<file path="config.mk">
export PLATFORM = sky130hd
export DESIGN_NAME = trace_capture_unit
export DESIGN_NICKNAME = d
export VERILOG_FILES = /design/src/rtl/tcu_pkg.sv /design/src/rtl/tcu_regs.sv /design/src/rtl/tcu_lane_gate.sv /design/src/rtl/tcu_match.sv /design/src/rtl/tcu_datapath.sv /design/src/rtl/trace_capture_unit.sv
export SDC_FILE = /design/constraint.sdc
export NUM_CORES = 1
export LEC_CHECK = 0
export BUFFER_PORTS_ARGS = -buffer_cell sky130_fd_sc_hd__buf_4
export CAP_MARGIN = 20
export CORE_MARGIN = 2
export CORE_UTILIZATION = 56
export DETAILED_ROUTE_END_ITERATION = 6
export PLACE_DENSITY = 0.8
export SETUP_SLACK_MARGIN = 0.3
export SYNTH_ARGS = -nofsm -noshare
export SYNTH_HDL_FRONTEND = slang
export SYNTH_SLANG_ARGS = --single-unit
</file>
<file path="constraint.sdc">
create_clock -name clk -period 3.5 [get_ports clk]
set_input_delay 0.35 -clock clk [delete_from_list [all_inputs] [get_ports clk]]
set_output_delay 0.35 -clock clk [all_outputs]
set_load 0.005 [all_outputs]
</file>
<file path="src/rtl/tcu_pkg.sv">
package tcu_pkg;
  typedef struct packed {
    logic run;
    logic onChange;
    logic tsOn;
  } tcuStrobes_t;

  localparam int unsigned ADDR_CTRL = 0;
  localparam int unsigned ADDR_LANES = 1;
  localparam int unsigned ADDR_TRIG_PAT = 2;
  localparam int unsigned ADDR_TRIG_MASK = 3;
  localparam int unsigned ADDR_TS_PAT = 4;
  localparam int unsigned ADDR_TS_MASK = 5;
endpackage

</file>
<file path="src/rtl/tcu_regs.sv">
module tcu_regs
  import tcu_pkg::*;
#(
  parameter int NUM_LANES = 4,
  parameter int LANE_W = 8,
  parameter int REG_W = 32,
  parameter int ADDR_W = 3,
  localparam int DATA_W = NUM_LANES * LANE_W
) (
  input  logic              clk,
  input  logic              rstN,
  input  logic              regWe,
  input  logic [ADDR_W-1:0] regAddr,
  input  logic [REG_W-1:0]  regWdata,
  output logic [REG_W-1:0]  regRdata,
  output tcuStrobes_t       strobes,
  output logic [NUM_LANES-1:0] laneEn,
  output logic [DATA_W-1:0] trigPat,
  output logic [DATA_W-1:0] trigMask,
  output logic [DATA_W-1:0] tsPat,
  output logic [DATA_W-1:0] tsMask
);
  logic [2:0] ctrlQ;
  logic [NUM_LANES-1:0] laneQ;
  logic [DATA_W-1:0] trigPatQ, trigMaskQ, tsPatQ, tsMaskQ;

  // Only the implemented lane bits are stored; higher bits are dropped.
  always_ff @(posedge clk) begin
    if (!rstN) begin
      ctrlQ <= '0;
      laneQ <= '0;
      trigPatQ <= '0;
      trigMaskQ <= '0;
      tsPatQ <= '0;
      tsMaskQ <= '0;
    end else if (regWe) begin
      case (int'(regAddr))
        ADDR_CTRL:      ctrlQ <= regWdata[2:0];
        ADDR_LANES:     laneQ <= regWdata[NUM_LANES-1:0];
        ADDR_TRIG_PAT:  trigPatQ <= regWdata[DATA_W-1:0];
        ADDR_TRIG_MASK: trigMaskQ <= regWdata[DATA_W-1:0];
        ADDR_TS_PAT:    tsPatQ <= regWdata[DATA_W-1:0];
        ADDR_TS_MASK:   tsMaskQ <= regWdata[DATA_W-1:0];
        default: ;
      endcase
    end
  end

  generate
    if (DATA_W < REG_W) begin : g_padBits
      logic unusedWdataHigh;
      assign unusedWdataHigh = ^regWdata[REG_W-1:DATA_W];
    end
  endgenerate

  always_comb begin
    regRdata = '0;
    case (int'(regAddr))
      ADDR_CTRL:      regRdata = REG_W'(ctrlQ);
      ADDR_LANES:     regRdata = REG_W'(laneQ);
      ADDR_TRIG_PAT:  regRdata = REG_W'(trigPatQ);
      ADDR_TRIG_MASK: regRdata = REG_W'(trigMaskQ);
      ADDR_TS_PAT:    regRdata = REG_W'(tsPatQ);
      ADDR_TS_MASK:   regRdata = REG_W'(tsMaskQ);
      default:        regRdata = '0;
    endcase
  end

  assign strobes.run = ctrlQ[0];
  assign strobes.onChange = ctrlQ[1];
  assign strobes.tsOn = ctrlQ[2];
  assign laneEn = laneQ;
  assign trigPat = trigPatQ;
  assign trigMask = trigMaskQ;
  assign tsPat = tsPatQ;
  assign tsMask = tsMaskQ;
endmodule

</file>
<file path="src/rtl/tcu_lane_gate.sv">
module tcu_lane_gate #(
  parameter int NUM_LANES = 4,
  parameter int LANE_W = 8,
  localparam int DATA_W = NUM_LANES * LANE_W
) (
  input  logic                 run,
  input  logic [NUM_LANES-1:0] laneEn,
  input  logic [DATA_W-1:0]    rawData,
  output logic [DATA_W-1:0]    gatedData
);
  generate
    for (genvar lane = 0; lane < NUM_LANES; lane++) begin : g_lane
      assign gatedData[lane*LANE_W +: LANE_W] =
        (run && laneEn[lane]) ? rawData[lane*LANE_W +: LANE_W] : '0;
    end
  endgenerate
endmodule

</file>
<file path="src/rtl/tcu_match.sv">
module tcu_match #(
  parameter int DATA_W = 32
) (
  input  logic [DATA_W-1:0] sample,
  input  logic [DATA_W-1:0] pattern,
  input  logic [DATA_W-1:0] careMask,
  output logic              hit
);
  // A mask bit of 1 compares the pattern bit with the same index.
  assign hit = ~|((sample ^ pattern) & careMask);
endmodule

</file>
<file path="src/rtl/tcu_datapath.sv">
module tcu_datapath
  import tcu_pkg::*;
#(
  parameter int NUM_LANES = 4,
  parameter int LANE_W = 8,
  localparam int DATA_W = NUM_LANES * LANE_W
) (
  input  logic                 clk,
  input  logic                 rstN,
  input  tcuStrobes_t          strobes,
  input  logic [NUM_LANES-1:0] laneEn,
  input  logic [DATA_W-1:0]    monData,
  input  logic [DATA_W-1:0]    trigPat,
  input  logic [DATA_W-1:0]    trigMask,
  input  logic [DATA_W-1:0]    tsPat,
  input  logic [DATA_W-1:0]    tsMask,
  output logic                 elemValid,
  output logic [DATA_W-1:0]    elemData,
  output logic                 trigPulse,
  output logic                 tsReq
);
  logic [DATA_W-1:0] gatedData;
  logic [DATA_W-1:0] prevQ;
  logic primedQ;
  logic trigHit, tsHit, emitNow;

  tcu_lane_gate #(.NUM_LANES(NUM_LANES), .LANE_W(LANE_W)) gate_i (
    .run(strobes.run),
    .laneEn(laneEn),
    .rawData(monData),
    .gatedData(gatedData)
  );

  tcu_match #(.DATA_W(DATA_W)) trigMatch_i (
    .sample(gatedData), .pattern(trigPat), .careMask(trigMask), .hit(trigHit)
  );

  tcu_match #(.DATA_W(DATA_W)) tsMatch_i (
    .sample(gatedData), .pattern(tsPat), .careMask(tsMask), .hit(tsHit)
  );

  // Emit always in streaming mode; in change mode on first sample or on a difference.
  assign emitNow = !strobes.onChange || !primedQ || (gatedData != prevQ);

  always_ff @(posedge clk) begin
    if (!rstN) begin
      elemValid <= 1'b0;
      elemData <= '0;
      trigPulse <= 1'b0;
      tsReq <= 1'b0;
      prevQ <= '0;
      primedQ <= 1'b0;
    end else if (!strobes.run) begin
      elemValid <= 1'b0;
      trigPulse <= 1'b0;
      tsReq <= 1'b0;
      prevQ <= '0;
      primedQ <= 1'b0;
    end else begin
      elemValid <= emitNow;
      trigPulse <= trigHit;
      tsReq <= strobes.tsOn && tsHit;
      if (emitNow) begin
        elemData <= gatedData;
        prevQ <= gatedData;
        primedQ <= 1'b1;
      end
    end
  end
endmodule

</file>
<file path="src/rtl/trace_capture_unit.sv">
module trace_capture_unit
  import tcu_pkg::*;
#(
  parameter int NUM_LANES = 4,
  parameter int LANE_W = 8,
  parameter int REG_W = 32,
  parameter int ADDR_W = 3,
  localparam int DATA_W = NUM_LANES * LANE_W
) (
  input  logic              clk,
  input  logic              rstN,
  input  logic              regWe,
  input  logic [ADDR_W-1:0] regAddr,
  input  logic [REG_W-1:0]  regWdata,
  output logic [REG_W-1:0]  regRdata,
  input  logic [DATA_W-1:0] monData,
  output logic              elemValid,
  output logic [DATA_W-1:0] elemData,
  output logic              trigPulse,
  output logic              tsReq
);
  tcuStrobes_t ctlStrobes;
  logic [NUM_LANES-1:0] laneEn;
  logic [DATA_W-1:0] trigPat, trigMask, tsPat, tsMask;

  tcu_regs #(.NUM_LANES(NUM_LANES), .LANE_W(LANE_W), .REG_W(REG_W), .ADDR_W(ADDR_W)) regs_i (
    .clk(clk), .rstN(rstN), .regWe(regWe), .regAddr(regAddr),
    .regWdata(regWdata), .regRdata(regRdata), .strobes(ctlStrobes),
    .laneEn(laneEn), .trigPat(trigPat), .trigMask(trigMask),
    .tsPat(tsPat), .tsMask(tsMask)
  );

  tcu_datapath #(.NUM_LANES(NUM_LANES), .LANE_W(LANE_W)) dp_i (
    .clk(clk), .rstN(rstN), .strobes(ctlStrobes), .laneEn(laneEn),
    .monData(monData), .trigPat(trigPat), .trigMask(trigMask),
    .tsPat(tsPat), .tsMask(tsMask), .elemValid(elemValid),
    .elemData(elemData), .trigPulse(trigPulse), .tsReq(tsReq)
  );
endmodule

</file>
=== Yosys cells after proc, flatten, opt, wreduce, memory -nomap -nowiden ===
Cells that the tools add are included.

* Register bits after elaboration: 203
* Input bits: 70
* Output and inout bits: 67
* Word-level logic and storage cells: 49

* Eq/ne operators: 6
* Muxes and demuxes: 5
* Bitwise operators: 4
* Reduce and logical (&&, ||, !) cells: 22

{| class="wikitable"
|+ Operators by type and width
! cell !! count
|-
| 32-bit one-hot mux with 6 select lines || 1
|-
| 32-bit AND || 2
|-
| 32-bit OR reduction || 2
|-
| 32-bit bitwise XOR || 2
|-
| 8-bit 2-to-1 mux || 4
|-
| 32-bit inequality test || 1
|-
| 2-bit AND reduction || 8
|-
| 3-bit by 2-bit equality test with 1-bit output (second input constant) || 2
|-
| 3-bit equality test (second input constant) || 2
|-
| 1-bit logical AND || 5
|-
| 1-bit zero test || 4
|-
| 3-bit by 1-bit equality test with 1-bit output (second input constant) || 1
|-
| 3-bit zero test || 1
|-
| 1-bit logical OR || 2
|}

=== Logic depth before layout (Yosys ltp) ===
* Depth in word-level cells: 7
* Gate-level depth with buffers: 10
* Mapped depth without buffers: 6

=== By module ===
A second synthesis with hierarchy kept.

* Cell total of the unflattened synthesis: 1129
* Area, all modules: 10116.0 µm²

{| class="wikitable"
|+ Modules (own cells, without submodules)
! module !! instances !! cells an instance !! area each (µm²) !! seq. area each (µm²)
|-
| tcu_regs || 1 || 712 || 6193.4 || 2702.6
|-
| tcu_datapath || 1 || 276 || 2816.5 || 1361.3
|-
| tcu_match || 2 || 53 || 437.9 || 0.0
|-
| tcu_lane_gate || 1 || 35 || 230.2 || 0.0
|}

=== Worst setup path after synthesis ===
No wires, ideal clock.

* Path kind: register to register
* Start: reg regs_i.laneQ[2] (netlist: regs_i.laneEn[2])
* End: reg dp_i.elemData[11]
* Setup time: 0.120 ns
* Data arrival time: 2.246 ns
* Data required time: 3.380 ns
* Path slack: 1.134 ns
* Stages on the path, launching flop included: 9
* Path buffers: 2
* Period minus slack after synthesis: 2.366 ns
* Cell sequence: dfxtp_1 > clkbuf_1 > nand3_1 > xor2_1 > nand4_1 > or4_1 > buf_2 > o31a_1 > a211o_1

* Longest elaborated chain between the ends: 5

{| class="wikitable"
|+ RTL lines
! what !! RTL line !! source
|-
| start, declared || tcu_regs.sv:24 || <nowiki>logic [NUM_LANES-1:0] laneQ;</nowiki>
|-
| start signal, assigned || tcu_regs.sv:39 || <nowiki>ADDR_LANES: laneQ <= regWdata[NUM_LANES-1:0];</nowiki>
|-
| 1-bit logical AND || tcu_lane_gate.sv:14 || <nowiki>(run && laneEn[lane]) ? rawData[lane*LANE_W +: LANE_W] : '0;</nowiki>
|-
| 8-bit 2-to-1 mux || tcu_lane_gate.sv:14 ||
|-
| 32-bit inequality test || tcu_datapath.sv:43 || <nowiki>assign emitNow = !strobes.onChange || !primedQ || (gatedData != prevQ);</nowiki>
|-
| 1-bit logical OR || tcu_datapath.sv:43 ||
|-
| 2-bit AND reduction (no line) || n/a ||
|-
| end signal, assigned || tcu_datapath.sv:64 || <nowiki>elemData <= gatedData;</nowiki>
|-
| end, declared || tcu_datapath.sv:18 || <nowiki>output logic [DATA_W-1:0] elemData,</nowiki>
|}

Every way passes these cells.
A chain may end at the register's enable or synchronous reset.

=== Final worst setup path ===
* Start: reg regs_i.ctrlQ[0]
* End: reg dp_i.elemData[31]

* Longest elaborated chain between the ends: 5
* Elaborated cells on any way between the ends: 11
* Those cells by class: eq/ne: 1; mux: 4; reduce/logical: 6

{| class="wikitable"
|+ RTL lines
! what !! RTL line !! source
|-
| start, declared || tcu_regs.sv:23 || <nowiki>logic [2:0] ctrlQ;</nowiki>
|-
| start signal, assigned || tcu_regs.sv:38 || <nowiki>ADDR_CTRL: ctrlQ <= regWdata[2:0];</nowiki>
|-
| 1-bit logical AND || tcu_lane_gate.sv:14 ||
|-
| 8-bit 2-to-1 mux || tcu_lane_gate.sv:14 ||
|-
| 32-bit inequality test || tcu_datapath.sv:43 ||
|-
| 1-bit logical OR || tcu_datapath.sv:43 ||
|-
| 2-bit AND reduction (no line) || n/a ||
|}

Parallel ways exist; a longest one is shown, timed or not.

==> metrics.md <==
| Metric | Value |
|---|---|
| Clock Tree Buf Depth | 3 |
| Asr flop ratio synth | 0% |
| Post-Route Setup TNS | 0 ns |
| WL/cell | ~20 um |
| Die area | 0.0180 sq mm |
| Area of the mapped netlist | ~0.0095 sq mm |
| # hold bufs at CTS | 0 |
| Max-Cap Viols | 0 |
| Layout cells sized above 1 | around 16% |
| Clk slew on worst S/H paths | approximately 0.06 ns |
| Hpwl dp | around 21,000 um |
| Status | completed |
| Critical path peak fanout | 33 |
| Die Span X | 134 um |
| Fin nets | around 1,300 |
| Area contributors post-synth | dfxtp_1, nand2_1, a21oi_1 |
| Ys flop type | dfxtp_1 |
| Endpoints failing setup | 0 |
| Overall routing resource usage | approximately a third |
| DRT Pass-1 Iters | 6 |
| Hold Violations, Final | 0 |
| Slew margin rel. | a little under a third |
| Slew Limit Fails | 0 |
| FF+latch count, synth | approximately 200 |
| Synth top cells by count | nand2_1, dfxtp_1, a21oi_1, xnor2_1, clkbuf_1 |
| Detailed router's first-iteration violation count | slightly below 1,000 |
| Pwr Total | a little under 5 mW |
| CTS buffer count | 22 |
| Syn_nets | around 1,200 |
| RSZ-0062 raised after global routing | no |
| Skew-Pair Late Insertion Delay | about 0.51 ns |
| Peak Freq | between 300 and 400 MHz |
| Routed Antenna Nets | 0 |
| Mean area per synthesized cell | about 8 sq um |
| Post-CTS Setup Repair Bufs | 0 |
| CORE AREA | ~0.017 sq mm |
| Post-Synthesis Cells | around 1,200 |
| Synth-to-Final Area Change | 19.7% |
| Worst Max-Slew Pin Slew | 1.03 ns |
| CTS tree | built |
| Top-count cell post-synth | nand2_1 |
| CP arrival | 3.36 ns |
| Pwr dens | 435 mW/mm^2 |
| Std-Cell Rows | 47 |
| Starting density of the core | between 50% and 60% |
| Grt ovf | 0 |
| Vias in the first global route | 8,594 |
| Initial antenna violation count | 0 |
| IO Pins | 137 |
| Final min period | 3.01 ns |
| Antenna cells | 0 |
| Cell variety after synth | 51 |
| P_leak | 4.40 nW |
| Post-CTS sizing | 0 |
| Max VDD drop | 315 uV |
| Clock sink count | 203 |
| CP Data Required Time | between 3 and 4 ns |
| Yosys top cell area share | a little over two fifths |
| Post-Route WL | between 30,000 and 40,000 um |
| Die Y | about 130 um |
| Post-synthesis sequential area ratio | between 40% and 50% |
| First-pass GRT wire length | around 46,000 um |
| Cell taking the most area after synthesis | dfxtp_1 |
| Via Count | slightly above 9,000 |
| Clock skew | 0.0140 ns |
| H-tree depth | 1 |
| Placed cell areas | about 0.011 sq mm |
| Routability cong. | 0.928 |
| Worst Setup End Kind | register |
| Root buf cell | clkbuf_16 |
| Crit path kind | register to register |
| Ys Warns | 0 |
| Worst hold path class | input port to register |
| Period utilisation layout | 85.9% |
| Critical Path Source Type | register |
| Final Instance Area | 0.0114 sq mm |
| Port Buffers | approximately 140 |
| R2R Setup Slk | 0.49 ns |
| EDFF count, synth | 0 |
| Via-to-Cell Ratio | around 6 |
| Largest net degree at the start of global routing | between 100 and 150 |
| Drt drc | 0 |
[path summary, 6_finish.rpt]
kind | start | to | cells after the start
setup / recovery | regs_i.ctrlQ[0] | dp_i.elemData[31] | 8
hold / removal | monData[21] | dp_i.prevQ[21] | 3
setup reg to reg | regs_i.ctrlQ[0] | dp_i.elemData[31] | 8
hold reg to reg | regs_i.tsMask[24] | regs_i.tsMask[24] | 2
[routing by layer]
metal  part of all wire (%)  vias to the layer above  track usage [%]
met4                    4.6                        0             15.4
met3                    9.9                      101             5.33
met5                      0                        -                0
met2                     46                      546             52.4
li1                       -                     4312                -
met1                     40                     4358             42.5
[per-stage QoR]
stage | util, % | hold WS (ns) | setup WS [ns] | cells
detailed placement | 64.2 | 0.465 | 0.455 | 1470
global route | 68.5 | 0.0810 | 0.366 | 1508
finish | 68.5 | 0.0772 | 0.494 | 1508
global placement | 64.2 | 0.459 | 0.435 | 1469
floorplan | - | 0.442 | 1.13 | 1174
CTS | 68.5 | 0.0663 | 0.481 | 1508
[registers in the layout (all words and copies together), names as in the netlist]
| register | cells |
|---|---|
| regs_i.tsPat | 32 |
| regs_i.trigMask | 32 |
| dp_i.elemData | 32 |
| dp_i.tsReq | 1 |
| dp_i.prevQ | 32 |
| dp_i.elemValid | 1 |
| regs_i.tsMask | 32 |
| regs_i.trigPat | 32 |
| dp_i.trigPulse | 1 |
| regs_i.ctrlQ | 3 |
| dp_i.primedQ | 1 |
| regs_i.laneEn | 4 |
[layout by cell type (no fill, tap or decap), drive strengths merged, types with 7 or more instances in the layout]
cell type / instances
o32ai: 25
xor2: 11
nand2: 304
a22o: 35
nand4: 14
a221o: 28
nand3: 37
nor4: 11
o221ai: 7
and2: 9
a221oi: 8
clkinv: 8
buf: 161
nor2: 35
inv: 52
clkbuf: 31
dfxtp: 203
nor4bb: 7
a2bb2oi: 7
xnor2: 70
a22oi: 18
mux2i: 14
a21oi: 138
[layout make-up]
type                            instances  area [sq um]
Clock buffer                           31           666
Fill cell                            1396          5220
Sequential cell                       203          4060
Tap cell                              220           275
Timing Repair Buffer                  161          1250
Clock inverter                          7          35.0
Inverter                               53           201
Multi-Input combinational cell        833          4870
[worst max-delay path, stage by stage (launching register included)]
cell,delay (ns)
dfxtp_1,0.33
buf_4,0.30
nand3_1,0.32
a22oi_1,0.28
nand4_1,0.19
or4_1,0.74
nor3_4,0.33
buf_4,0.21
o221ai_1,0.14
[where the power goes]
part           total, mW  switching, mW  internal [mW]
sequential          2.38         0.0337           2.34
clock               2.24          0.926           1.32
combinational      0.319          0.195          0.124
total               4.94           1.16           3.78
[kinds of logic after synthesis]
kind of cell    share of synthesized area, %
simple gates                            20.2
compound gates                          22.1
flops                                   42.8
buf+inv                                 5.95
xor+xnor                                7.48
mux                                     1.48
No activity file was read; power rests on OpenSTA's default activity.
